==> src/rtl/pwrbtn_pkg.sv <==
package pwrbtn_pkg;

    typedef enum logic {
        GATE_ARMED = 1'b0,
        GATE_WAIT  = 1'b1
    } gate_e;

    typedef enum logic [1:0] {
        BLINK_OFF  = 2'd0,
        BLINK_SLOW = 2'd1,
        BLINK_FAST = 2'd2
    } blink_e;

    typedef struct packed {
        logic start_shut;
        logic force_off;
    } press_act_t;

    // Decide what an accepted press does from the current block state.
    function automatic press_act_t decide_press(input logic shutting,
                                                input logic panicked,
                                                input logic os_ok);
        press_act_t a;
        a = '0;
        if (!panicked) begin
            if (shutting || !os_ok) a.force_off  = 1'b1;
            else                    a.start_shut = 1'b1;
        end
        return a;
    endfunction

    function automatic int unsigned quarter_ticks(input int unsigned tps);
        return (tps / 4 > 0) ? tps / 4 : 1;
    endfunction

    function automatic int unsigned eighth_ticks(input int unsigned tps);
        return (tps / 8 > 0) ? tps / 8 : 1;
    endfunction

endpackage

==> src/rtl/pwrbtn_gate.sv <==
module pwrbtn_gate
    import pwrbtn_pkg::*;
#(
    parameter int unsigned DEBOUNCE_TICKS = 50
) (
    input  logic clk,
    input  logic rst,
    input  logic tick,
    input  logic btn_lvl,
    output logic press_o,
    output logic done_o,
    output logic src_clear_o
);
    localparam int unsigned CW = (DEBOUNCE_TICKS > 1) ? $clog2(DEBOUNCE_TICKS) : 1;
    localparam logic [CW-1:0] LAST = CW'(DEBOUNCE_TICKS - 1);

    gate_e         state;
    logic [CW-1:0] cnt;
    logic          closing;

    assign press_o = (state == GATE_ARMED) && btn_lvl;
    assign closing = (state == GATE_WAIT) && tick && (cnt == LAST);
    assign done_o  = closing && !btn_lvl;

    always_ff @(posedge clk) begin
        if (rst) begin
            state       <= GATE_ARMED;
            cnt         <= '0;
            src_clear_o <= 1'b0;
        end else begin
            src_clear_o <= 1'b0;
            case (state)
                GATE_ARMED: begin
                    if (btn_lvl) begin
                        state <= GATE_WAIT;
                        cnt   <= '0;
                    end
                end
                default: begin
                    if (closing) begin
                        cnt <= '0;
                        if (btn_lvl) src_clear_o <= 1'b1;
                        else         state       <= GATE_ARMED;
                    end else if (tick) begin
                        cnt <= cnt + 1'b1;
                    end
                end
            endcase
        end
    end

    p_event_enters_wait_r2: assert property (@(posedge clk) disable iff (rst)
        press_o |=> (state == GATE_WAIT));

    p_clear_keeps_wait_r3: assert property (@(posedge clk) disable iff (rst)
        src_clear_o |-> (state == GATE_WAIT));

    p_rearm_needs_low_r4: assert property (@(posedge clk) disable iff (rst)
        ((state == GATE_WAIT) && !done_o) |=> (state == GATE_WAIT));

endmodule

==> src/rtl/pwrbtn_blink.sv <==
module pwrbtn_blink
    import pwrbtn_pkg::*;
#(
    parameter int unsigned SLOW_TICKS = 16,
    parameter int unsigned FAST_TICKS = 8
) (
    input  logic clk,
    input  logic rst,
    input  logic tick,
    input  logic start_slow,
    input  logic start_fast,
    output logic red_o
);
    localparam int unsigned MAXP = (SLOW_TICKS > FAST_TICKS) ? SLOW_TICKS : FAST_TICKS;
    localparam int unsigned CW   = (MAXP > 1) ? $clog2(MAXP) : 1;
    localparam logic [CW-1:0] SLOW_LAST = CW'(SLOW_TICKS - 1);
    localparam logic [CW-1:0] FAST_LAST = CW'(FAST_TICKS - 1);

    blink_e        mode;
    logic [CW-1:0] cnt;
    logic [CW-1:0] last;

    assign last = (mode == BLINK_FAST) ? FAST_LAST : SLOW_LAST;

    always_ff @(posedge clk) begin
        if (rst) begin
            mode  <= BLINK_OFF;
            cnt   <= '0;
            red_o <= 1'b0;
        end else if (start_fast && mode != BLINK_FAST) begin
            mode  <= BLINK_FAST;
            cnt   <= '0;
            red_o <= ~red_o;
        end else if (start_slow && mode == BLINK_OFF) begin
            mode  <= BLINK_SLOW;
            cnt   <= '0;
            red_o <= ~red_o;
        end else if (mode != BLINK_OFF && tick) begin
            if (cnt == last) begin
                cnt   <= '0;
                red_o <= ~red_o;
            end else begin
                cnt <= cnt + 1'b1;
            end
        end
    end

    p_fast_is_final_r9: assert property (@(posedge clk) disable iff (rst)
        (mode == BLINK_FAST) |=> (mode == BLINK_FAST));

    p_dark_when_idle_r1: assert property (@(posedge clk) disable iff (rst)
        (mode == BLINK_OFF) |-> !red_o);

endmodule

==> src/rtl/pwrbtn_grace.sv <==
module pwrbtn_grace #(
    parameter int unsigned LIMIT_TICKS = 7680
) (
    input  logic clk,
    input  logic rst,
    input  logic tick,
    input  logic start,
    output logic expire_o
);
    localparam int unsigned GW = (LIMIT_TICKS > 1) ? $clog2(LIMIT_TICKS) : 1;
    localparam logic [GW-1:0] LAST = GW'(LIMIT_TICKS - 1);

    logic          running;
    logic [GW-1:0] cnt;

    assign expire_o = running && tick && (cnt == LAST);

    always_ff @(posedge clk) begin
        if (rst) begin
            running <= 1'b0;
            cnt     <= '0;
        end else if (start && !running) begin
            running <= 1'b1;
            cnt     <= '0;
        end else if (expire_o) begin
            running <= 1'b0;
        end else if (running && tick) begin
            cnt <= cnt + 1'b1;
        end
    end

    p_expire_once_r7: assert property (@(posedge clk) disable iff (rst)
        expire_o |=> !running);

endmodule

==> src/rtl/pwrbtn_seq.sv <==
module pwrbtn_seq
    import pwrbtn_pkg::*;
#(
    parameter int unsigned TICKS_PER_SEC  = 64,
    parameter int unsigned GRACE_SEC      = 120,
    parameter int unsigned DEBOUNCE_TICKS = 50
) (
    input  logic clk,
    input  logic rst,
    input  logic tick,
    input  logic btn_irq,
    input  logic panic,
    input  logic os_ack,
    output logic led_green,
    output logic led_red,
    output logic shutdown_request,
    output logic power_off,
    output logic hard_reset,
    output logic src_clear
);
    localparam int unsigned SLOW  = quarter_ticks(TICKS_PER_SEC);
    localparam int unsigned FAST  = eighth_ticks(TICKS_PER_SEC);
    localparam int unsigned GRACE = GRACE_SEC * TICKS_PER_SEC;

    logic       press, deb_done, grace_expire;
    logic       shutting, panicked;
    logic       panic_new;
    press_act_t act;

    assign act       = decide_press(shutting, panicked, os_ack);
    assign panic_new = panic && !panicked;

    pwrbtn_gate #(.DEBOUNCE_TICKS(DEBOUNCE_TICKS)) u_gate (
        .clk(clk), .rst(rst), .tick(tick), .btn_lvl(btn_irq),
        .press_o(press), .done_o(deb_done), .src_clear_o(src_clear)
    );

    pwrbtn_blink #(.SLOW_TICKS(SLOW), .FAST_TICKS(FAST)) u_blink (
        .clk(clk), .rst(rst), .tick(tick),
        .start_slow(press && act.start_shut),
        .start_fast(panic_new),
        .red_o(led_red)
    );

    pwrbtn_grace #(.LIMIT_TICKS(GRACE)) u_grace (
        .clk(clk), .rst(rst), .tick(tick),
        .start(press && act.start_shut),
        .expire_o(grace_expire)
    );

    always_ff @(posedge clk) begin
        if (rst) begin
            shutting         <= 1'b0;
            panicked         <= 1'b0;
            led_green        <= 1'b1;
            shutdown_request <= 1'b0;
            power_off        <= 1'b0;
            hard_reset       <= 1'b0;
        end else begin
            if (press && act.start_shut) begin
                shutting         <= 1'b1;
                shutdown_request <= 1'b1;
            end
            if ((press && act.force_off) || grace_expire) power_off <= 1'b1;
            if (panic_new) begin
                panicked  <= 1'b1;
                led_green <= 1'b0;
            end
            if (deb_done && panicked) hard_reset <= 1'b1;
        end
    end

    p_power_off_sticky_r11: assert property (@(posedge clk) disable iff (rst)
        power_off |=> power_off);

    p_hard_reset_sticky_r11: assert property (@(posedge clk) disable iff (rst)
        hard_reset |=> hard_reset);

    p_green_dark_after_panic_r8: assert property (@(posedge clk) disable iff (rst)
        panicked |-> !led_green);

    p_reset_needs_panic_r10: assert property (@(posedge clk) disable iff (rst)
        $rose(hard_reset) |-> $past(panicked));

    p_grace_only_when_shutting_r7: assert property (@(posedge clk) disable iff (rst)
        grace_expire |-> shutting);

endmodule

==> config.mk <==
export PLATFORM = sky130hd
export DESIGN_NAME = pwrbtn_seq
export DESIGN_NICKNAME = d
export VERILOG_FILES = /design/src/rtl/pwrbtn_pkg.sv /design/src/rtl/pwrbtn_gate.sv /design/src/rtl/pwrbtn_blink.sv /design/src/rtl/pwrbtn_grace.sv /design/src/rtl/pwrbtn_seq.sv
export SDC_FILE = /design/constraint.sdc
export NUM_CORES = 1
export LEC_CHECK = 0
export ABC_AREA = 1
export BUFFER_PORTS_ARGS = -buffer_cell sky130_fd_sc_hd__buf_2
export CAP_MARGIN = 20
export CORE_UTILIZATION = 35
export DETAILED_ROUTE_END_ITERATION = 6
export PLACE_DENSITY_LB_ADDON = 0.25
export SKIP_CTS_REPAIR_TIMING = 1
export SLEW_MARGIN = 20
export SYNTH_ARGS = -nofsm -noshare
export SYNTH_HDL_FRONTEND = slang
export SYNTH_SLANG_ARGS = --single-unit
==> constraint.sdc <==
create_clock -name clk -period 4 [get_ports clk]
set_input_delay 0.6 -clock clk [delete_from_list [all_inputs] [get_ports clk]]
set_output_delay 0.6 -clock clk [all_outputs]
set_load 0.02 [all_outputs]
# [Yosys cells after proc, flatten, opt, wreduce, memory -nomap -nowiden]
# Index checks and enable logic that the tools add are counted.
# Widths: inputs -> output; s select.
[classes] addsub=3 n_eq_ne=6 n_mux=20 n_bitwise=4 n_reduce_logical=34
[ops] operator="$mux 6" count=4
[ops] operator="$logic_and 1x1->1" count=14
[ops] operator="$add 13x1->13 const B" count=1
[ops] operator="$eq 13x13->1 const B" count=1
[ops] operator="$mux 1" count=11
[ops] operator="$mux 4" count=2
[ops] operator="$reduce_bool 2->1" count=4
[ops] operator="$add 6x1->6 const B" count=1
[ops] operator="$eq 6x6->1 const B" count=1
[ops] operator="$mux 2" count=3
[ops] operator="$reduce_and 2->1" count=3
[ops] operator="$reduce_bool 3->1" count=2
[ops] operator="$reduce_or 3->1" count=2
[ops] operator="$add 4x1->4 const B" count=1
[ops] operator="$eq 4x4->1" count=1
[ops] operator="$logic_not 1->1" count=4
[ops] operator="$not 1->1" count=4
[ops] operator="$reduce_or 2->1" count=2
[ops] operator="$ne 3x3->1 const B" count=1
[ops] operator="$eq 2x2->1 const B" count=1
[ops] operator="$logic_not 2->1" count=1
[ops] operator="$logic_or 1x1->1" count=2
[ops] operator="$ne 2x2->1 const B" count=1
[word_totals] regBits=34 input_bits=6 output_inout_bits=6 elab_cells=81

# [Logic depth before layout (Yosys ltp)]
# Gate-level depths: netlist of the first run.
[logic_depth] ltp_word=8 mapped_depth=11 depth_no_buf=10

# [Modules after synthesis]
# Synthesis of the first run repeated with hierarchy kept, for this count alone.
[unflattened] cells_unflattened=264 area_unflattened_um2=1839.3
[modules_own_cells] module="pwrbtn_grace" n_inst=1 cells_each=126 area_each_um2=849.6 seq_area_each_um2=280.3
[modules_own_cells] module="pwrbtn_gate" n_inst=1 cells_each=61 area_each_um2=446.7 seq_area_each_um2=160.2
[modules_own_cells] module="pwrbtn_blink" n_inst=1 cells_each=52 area_each_um2=354.1 seq_area_each_um2=140.1
[modules_own_cells] module="pwrbtn_seq" n_inst=1 cells_each=25 area_each_um2=188.9 seq_area_each_um2=100.1

# [Worst setup path before layout of the first run]
# OpenSTA, ideal clock, no wires.
[synth_path] path_type="input to register" start="input os_ack" end="register u_grace.cnt[10]" setup_time_ns=0.127 arrival_ns=1.369 required_time_ns=3.873 path_slack_ns=2.504 cell_stages=8 path_buffers=1 cell_sequence="inv_1 > nor2_1 > nand2_1 > nor2_1 > nand2_1 > nand2_1 > buf_2 > a21oi_1"
[synth_via] elab_chain_cells=7
[synth_lines] item="start: declaration" line="pwrbtn_seq.sv:13" rtl="input logic os_ack,"
[synth_lines] item="$logic_not 1->1" line="pwrbtn_pkg.sv:26" rtl="if (shutting || !os_ok) a.force_off = 1'b1;"
[synth_lines] item="$logic_or 1x1->1" line="pwrbtn_pkg.sv:26"
[synth_lines] item="$mux 1" line="pwrbtn_pkg.sv:26"
[synth_lines] item="$mux 2" line="pwrbtn_pkg.sv:25" rtl="if (!panicked) begin"
[synth_lines] item="$logic_and 1x1->1" line="pwrbtn_seq.sv:47" rtl=".start(press && act.start_shut),"
[synth_lines] item="$logic_and 1x1->1" line="pwrbtn_grace.sv:22" rtl="end else if (start && !running) begin"
[synth_lines] item="$reduce_or 2->1 (no source line)"
[synth_lines] item="end signal: assignment" line="pwrbtn_grace.sv:28" rtl="cnt <= cnt + 1'b1;"
[synth_lines] item="end: declaration" line="pwrbtn_grace.sv:14" rtl="logic [GW-1:0] cnt;"
# Every way passes these cells.
# A chain may end at the register's enable or synchronous reset.

# [Worst setup path after layout of the first run]
[layout_path] start="input os_ack" end="register u_grace.cnt[1]"
# The elaborated chain is that of the path after synthesis.

==> flow_summary.json, run 1 <==
{
  "outcome": "complete, no violations",
  "fin_ws_ns": 2.312,
  "yosys_most_used_dff": "sky130_fd_sc_hd__dfxtp_1",
  "die_area_sq_um": 5421,
  "static_leak_nw": 0.8153,
  "top_fanout_value_on_the_critical_path": 12,
  "globalRoute.totalOverflow": 0,
  "cts.sinks": 34,
  "global_route_wire_length_before_repair_um": 6203,
  "critPathLaunchType": "input port",
  "first_global_vias": 1493,
  "power_density_nw_per_um2": 337.9,
  "finalCritPeriodShare_pct": 42.19,
  "cts_htree_levels": 2,
  "vias_cell": 4.562,
  "synthesis.instances": 257,
  "synth.lib_cells_used.distinct": 28,
  "max-vdd-ir-drop_mv": 0.2159,
  "grt_antenna_before_repair": 0,
  "yosys_warnings": 0,
  "final.min_clock_period_ns": 1.688,
  "synth-async-reset-ratio_pct": 0,
  "vias_after_detailed_routing": 1542,
  "total_clock_buffers_created_by_cts": 5,
  "boundaryPins": 12,
  "synthesis.nets": 267,
  "synthesis.area_per_instance_sq_um": 6.986,
  "placement_rows": 25,
  "crit_type": "in2reg",
  "hold-worst-slack_ns": 0.4551,
  "finalMaxSlewViolations": 0,
  "nets": 280,
  "hold_path_startpoint": "led_green$_SDFFE_PP1N_",
  "cts_tree": "yes",
  "final_hold_viol_count": 0,
  "crit_start": "os_ack",
  "numPortBuffers": 11,
  "critPathCaptureType": "register",
  "worstSkewPairLatency_ns": 0.29,
  "antenna_cells": 0,
  "dp_worst_setup_slack_ns": 1.994,
  "timing.final.setup_violations": 0,
  "grt_util_all_layers_pct": 15.22,
  "fmaxAchievable_mhz": 592.6,
  "gp_congestion": 0.7467,
  "ctsLongestPathBuffers": 2,
  "fraction_of_final_layout_cells_with_drive_strength_greater_than_1_pct": 15.50,
  "worst_hold_path_type": "reg2reg",
  "worst_ep_arrival_time_ns": 1.87,
  "detailedRoute.firstPassIterationCount": 4,
  "reg_clk_slew_reported_paths_ns": 0.07,
  "place_hpwl_um": 2525,
  "mappedNetlistArea_sq_um": 1795,
  "drt-wirelength-per-cell_um": 10.11,
  "setup-tns-final_ns": 0,
  "drt_drc": 0,
  "worst_ep_required_time_ns": 4.19,
  "maximum_number_of_pins_on_one_net_before_global_route_repair": 13,
  "rsz0062_at_grt": "false",
  "area_growth_pct": 10.31,
  "post-layout-total-power_uw": 669.2,
  "die_width_um": 73.63,
  "drt_iter0_drc": 85,
  "maxSlewHeadroom_pct": 58.34,
  "antenna_violating_nets_left": 0,
  "cts.root.buffer_cell": "sky130_fd_sc_hd__clkbuf_8",
  "final_cells": 338,
  "core_area_sq_um": 4817,
  "clock-skew-final_ns": 0.005425,
  "postRouteWirelength_um": 3417,
  "seq_area_frac_synth_pct": 37.91,
  "r2r_start": "u_grace.cnt[0]$_SDFFE_PP0P_",
  "postSynthRegisterBits": 34,
  "max_cap_viol_count": 0,
  "worstMarginPinSlew_ns": 0.6234,
  "vertical_die_dimension_um": 73.63,
  "dpl.cell_count": 330,
  "post_synth_edffs": 0,
  "start_util_pct": 37.27
}
==> placed cells by master (no fill, tap or decap), drive strengths merged <==
master and count:
a21oi 24, buf 11, clkbuf 7, clkinv 1
dfxtp 34, ha 4, inv 30, nand2 81
nand3 18, nand3b 1, nand4 6, nor2 33
nor3 2, o211a 1, o21a 1, o21ai 7
o21bai 1, or2 1, xnor2 3, xor2 5
==> critical path, stage by stage <==
cell and delay, ns:
sky130_fd_sc_hd__buf_2 0.07, sky130_fd_sc_hd__inv_1 0.04, sky130_fd_sc_hd__nor2_1 0.12, sky130_fd_sc_hd__nand2_1 0.06, sky130_fd_sc_hd__nor2_1 0.16, sky130_fd_sc_hd__nand2_1 0.07
sky130_fd_sc_hd__nand2_1 0.47, sky130_fd_sc_hd__inv_1 0.13, sky130_fd_sc_hd__o21ai_0 0.10, sky130_fd_sc_hd__nor2_1 0.05
==> cells in the mapped netlist (3+ instances only) <==
cell type                 count  area (sq um)
sky130_fd_sc_hd__nand2_1     74         277.8
sky130_fd_sc_hd__dfxtp_1     34         680.7
sky130_fd_sc_hd__nor2_1      30         112.6
sky130_fd_sc_hd__inv_1       27         101.4
sky130_fd_sc_hd__nand3_1     18         90.09
sky130_fd_sc_hd__a21oi_1     14         70.07
sky130_fd_sc_hd__a21oi_2     10         87.58
sky130_fd_sc_hd__nand2_2      6         37.54
sky130_fd_sc_hd__nand4_1      6         37.54
sky130_fd_sc_hd__o21ai_0      6         30.03
sky130_fd_sc_hd__xor2_1       5         43.79
sky130_fd_sc_hd__ha_1         4         50.05
sky130_fd_sc_hd__inv_2        3         11.26
sky130_fd_sc_hd__xnor2_1      3         26.28
==> registers in the layout, summed over array words and instances (netlist names), 2 cells and up <==
signal,flops
u_blink.cnt,4
u_gate.cnt,6
u_blink.mode,2
u_grace.cnt,13
==> layout make-up <==
cell class              count  area, sq um
fillers                   552         2836
multi-input cells         188        957.2
flip-flops and latches     34        680.7
inverters                  30        112.6
clock buffers               7        86.33
well taps                  67        83.83
repair buffers             11        55.05
clock inverters             1        5.005
==> path summary, 6_finish.rpt <==
check,to,cells past startpoint,slack [ns]
max,u_grace.cnt[1]$_SDFFE_PP0P_,10,2.31
min,led_green$_SDFFE_PP1N_,2,0.46
max reg2reg,u_grace.cnt[12]$_SDFFE_PP0P_,10,2.34
min reg2reg,led_green$_SDFFE_PP1N_,2,0.46
==> routing by layer <==
layer | GRT usage (%) | part of all wire [%] | up-vias
met3 | 4.115 | 2.8 | 4
met1 | 18.34 | 50 | 684
met4 | 8.333 | 1.6 | 0
li1 | - | - | 838
met5 | 0 | 0 | -
met2 | 24.57 | 45 | 16
==> through the flow <==
step / instance area [sq um] / util [%]
after global routing: 1981 / 41.12
after floorplan: 1795 / -
after CTS: 1981 / 41.12
final: 1981 / 41.12
after global placement: 1889 / 39.22
after detailed placement: 1889 / 39.22
==> logic make-up after synthesis <==
group	synth area share, %
flip-flops	37.91
AND/OR/NAND/NOR	34.50
adder cells (fa/ha/maj)	2.788
XOR/XNOR	3.903
buffers and inverters	8.780
AO/OA/AOI/OAI	12.13
==> power breakdown <==
part           total [mW]  switching [mW]  internal [mW]  leakage [nW]
Combinational      0.0549          0.0380         0.0169         0.491
Sequential          0.355         0.00775          0.348         0.276
Clock               0.259           0.120          0.139        0.0482
Note: power is estimated with default switching activity, not from simulation.
==> run 2, diff against run 1 <==
==> constraint.sdc (replaced) <==
create_clock -name clk -period 1.6 [get_ports clk]
set_input_delay 0.24 -clock clk [delete_from_list [all_inputs] [get_ports clk]]
set_output_delay 0.24 -clock clk [all_outputs]
set_load 0.02 [all_outputs]
==> flow_summary.json, run 2 (synthesis gave the netlist of run 1 again) <==
{
  "top_fanout_value_on_the_critical_path": 12,
  "critical_path.cell_chain": "ha_2 > inv_2 > nor2_4 > nand2_2 > inv_2 > nand2_2 > nand2_4 > inv_2 > nor2_1 > nor2_1",
  "placement_rows": 25,
  "timing.hold.worst_path_depth": 3,
  "place_hpwl_um": 2588,
  "critPathLaunchType": "register",
  "cts_tree": "yes",
  "largest_register": "u_grace.cnt",
  "final_hold_viol_count": 0,
  "layout_commonest_cell": "sky130_fd_sc_hd__nand2_1",
  "gp_congestion": 0.8034,
  "crit_type": "reg2reg",
  "first_global_vias": 1329,
  "clock-skew-final_ns": 0.005097,
  "start_util_pct": 37.27,
  "drt_drc": 0,
  "detailedRoute.firstPassIterationCount": 4,
  "fmaxAchievable_mhz": 694.8,
  "critical_path.slowest_cell": "sky130_fd_sc_hd__dfxtp_1",
  "cts_htree_levels": 2,
  "worst_ep_arrival_time_ns": 1.61,
  "static_leak_nw": 0.8565,
  "grt_util_all_layers_pct": 14.41,
  "layout_common_cells": "sky130_fd_sc_hd__nand2_1, sky130_fd_sc_hd__dfxtp_1, sky130_fd_sc_hd__nor2_1",
  "numPortBuffers": 11,
  "hold_path_startpoint": "btn_irq",
  "worst_hold_path_type": "in2reg",
  "worstMarginPinSlew_ns": 0.4626,
  "post-route-cell-area_sq_um": 2054,
  "grt_antenna_before_repair": 0,
  "antenna_violating_nets_left": 0,
  "worst_ep_required_time_ns": 1.77,
  "vias_after_detailed_routing": 1571,
  "r2r_start": "u_grace.cnt[1]$_SDFFE_PP0P_",
  "timing.final.setup_violations": 0,
  "globalRoute.totalOverflow": 0,
  "vertical_die_dimension_um": 73.63,
  "max-vdd-ir-drop_mv": 0.4907,
  "total_clock_buffers_created_by_cts": 5,
  "max_cap_viol_count": 0,
  "holdPathEnd": "u_gate.state$_SDFF_PP0_",
  "r2r.worst_path.cells": 10,
  "antenna_cells": 0,
  "post_dp_cell_area_sq_um": 1942,
  "reg_clk_slew_reported_paths_ns": 0.07,
  "vias_cell": 4.554,
  "worstSkewPairLatency_ns": 0.28,
  "timing.reg2reg.setup_slack_ns": 0.16,
  "cts.root.buffer_cell": "sky130_fd_sc_hd__clkbuf_8",
  "finalMaxSlewViolations": 0,
  "critical_path.max_stage_delay_ns": 0.35,
  "nets": 287,
  "die_width_um": 73.63,
  "largest_register_ff_count": 13,
  "worst_path_most_repeated_cell": "sky130_fd_sc_hd__inv_2",
  "drt-wirelength-per-cell_um": 10.08,
  "boundaryPins": 12,
  "worst_r2r_endpoint": "u_grace.cnt[1]$_SDFFE_PP0P_",
  "ctsLongestPathBuffers": 2,
  "final_cells": 345,
  "fraction_of_final_layout_cells_with_drive_strength_greater_than_1_pct": 18.35,
  "finalCritPeriodShare_pct": 89.95,
  "area_growth_pct": 14.43,
  "largest_registers": "u_grace.cnt x13, u_gate.cnt x6, u_blink.cnt x4",
  "maximum_number_of_pins_on_one_net_before_global_route_repair": 13,
  "maxSlewHeadroom_pct": 69.16,
  "critPathCaptureType": "register",
  "fin_ws_ns": 0.1607,
  "hold-worst-slack_ns": 0.2255,
  "outcome": "complete, no violations",
  "core_area_sq_um": 4817,
  "dp_worst_setup_slack_ns": 0.1427,
  "final.min_clock_period_ns": 1.439,
  "cts.sinks": 34,
  "power_density_nw_per_um2": 864.7,
  "die_area_sq_um": 5421,
  "drt_iter0_drc": 122,
  "setup-tns-final_ns": 0,
  "rsz0062_at_grt": "false",
  "postRouteWirelength_um": 3477,
  "global_route_wire_length_before_repair_um": 5768,
  "dpl.cell_count": 337
}
==> run 2: cell type report <==
class                   count  area (sq um)
clock buffers               8         110.1
fillers                   505          2763
inverters                  30         112.6
multi-input cells         188         959.7
flip-flops and latches     34         680.7
well taps                  67         83.83
repair buffers             18         107.6
==> run 2: how the worst max path moves through the flow <==
stage	from	end	slack, ns	cells after the start
3_3_place_gp	u_grace.cnt[1]$_SDFFE_PP0P_	u_grace.cnt[1]$_SDFFE_PP0P_	0.18	10
2_1_floorplan	u_grace.cnt[0]$_SDFFE_PP0P_	u_grace.cnt[1]$_SDFFE_PP0P_	0.17	11
4_1_cts	u_grace.cnt[1]$_SDFFE_PP0P_	u_grace.cnt[1]$_SDFFE_PP0P_	0.13	10
3_5_place_dp	u_grace.cnt[1]$_SDFFE_PP0P_	u_grace.cnt[1]$_SDFFE_PP0P_	0.14	10
5_1_grt	u_grace.cnt[1]$_SDFFE_PP0P_	u_grace.cnt[1]$_SDFFE_PP0P_	0.01	10
6_report	u_grace.cnt[1]$_SDFFE_PP0P_	u_grace.cnt[1]$_SDFFE_PP0P_	0.16	10
==> run 2: stage by stage <==
| stage | utilization (%) | power (mW) |
|---|---|---|
| final | 42.65 | 1.777 |
| after global routing | 42.65 | 1.882 |
| after CTS | 42.60 | 1.805 |
| after detailed placement | 40.31 | 1.057 |
| after global placement | 40.31 | 1.056 |
| after floorplan | - | 1.011 |
==> run 2: report_power, final <==
| part | switching, mW | internal [mW] | total [mW] |
|---|---|---|---|
| sequential | 0.0176 | 0.869 | 0.886 |
| clock | 0.306 | 0.435 | 0.741 |
| combinational | 0.0985 | 0.0508 | 0.149 |
==> run 2: critical path: cells and delay by family, from the launching register on <==
kind,cells,cell delay [ns]
fa+ha+maj,1,0.21
buf+inv,3,0.23
flops,1,0.35
simple gates,6,0.54
==> run 2: metal layers <==
layer  wire [um]  track usage, %  up-vias
li1            -               -      858
met1        1798           18.31      694
met2        1497           21.71       14
met3         106           4.527        5
met4          74           7.692        0
met5           0               0        -
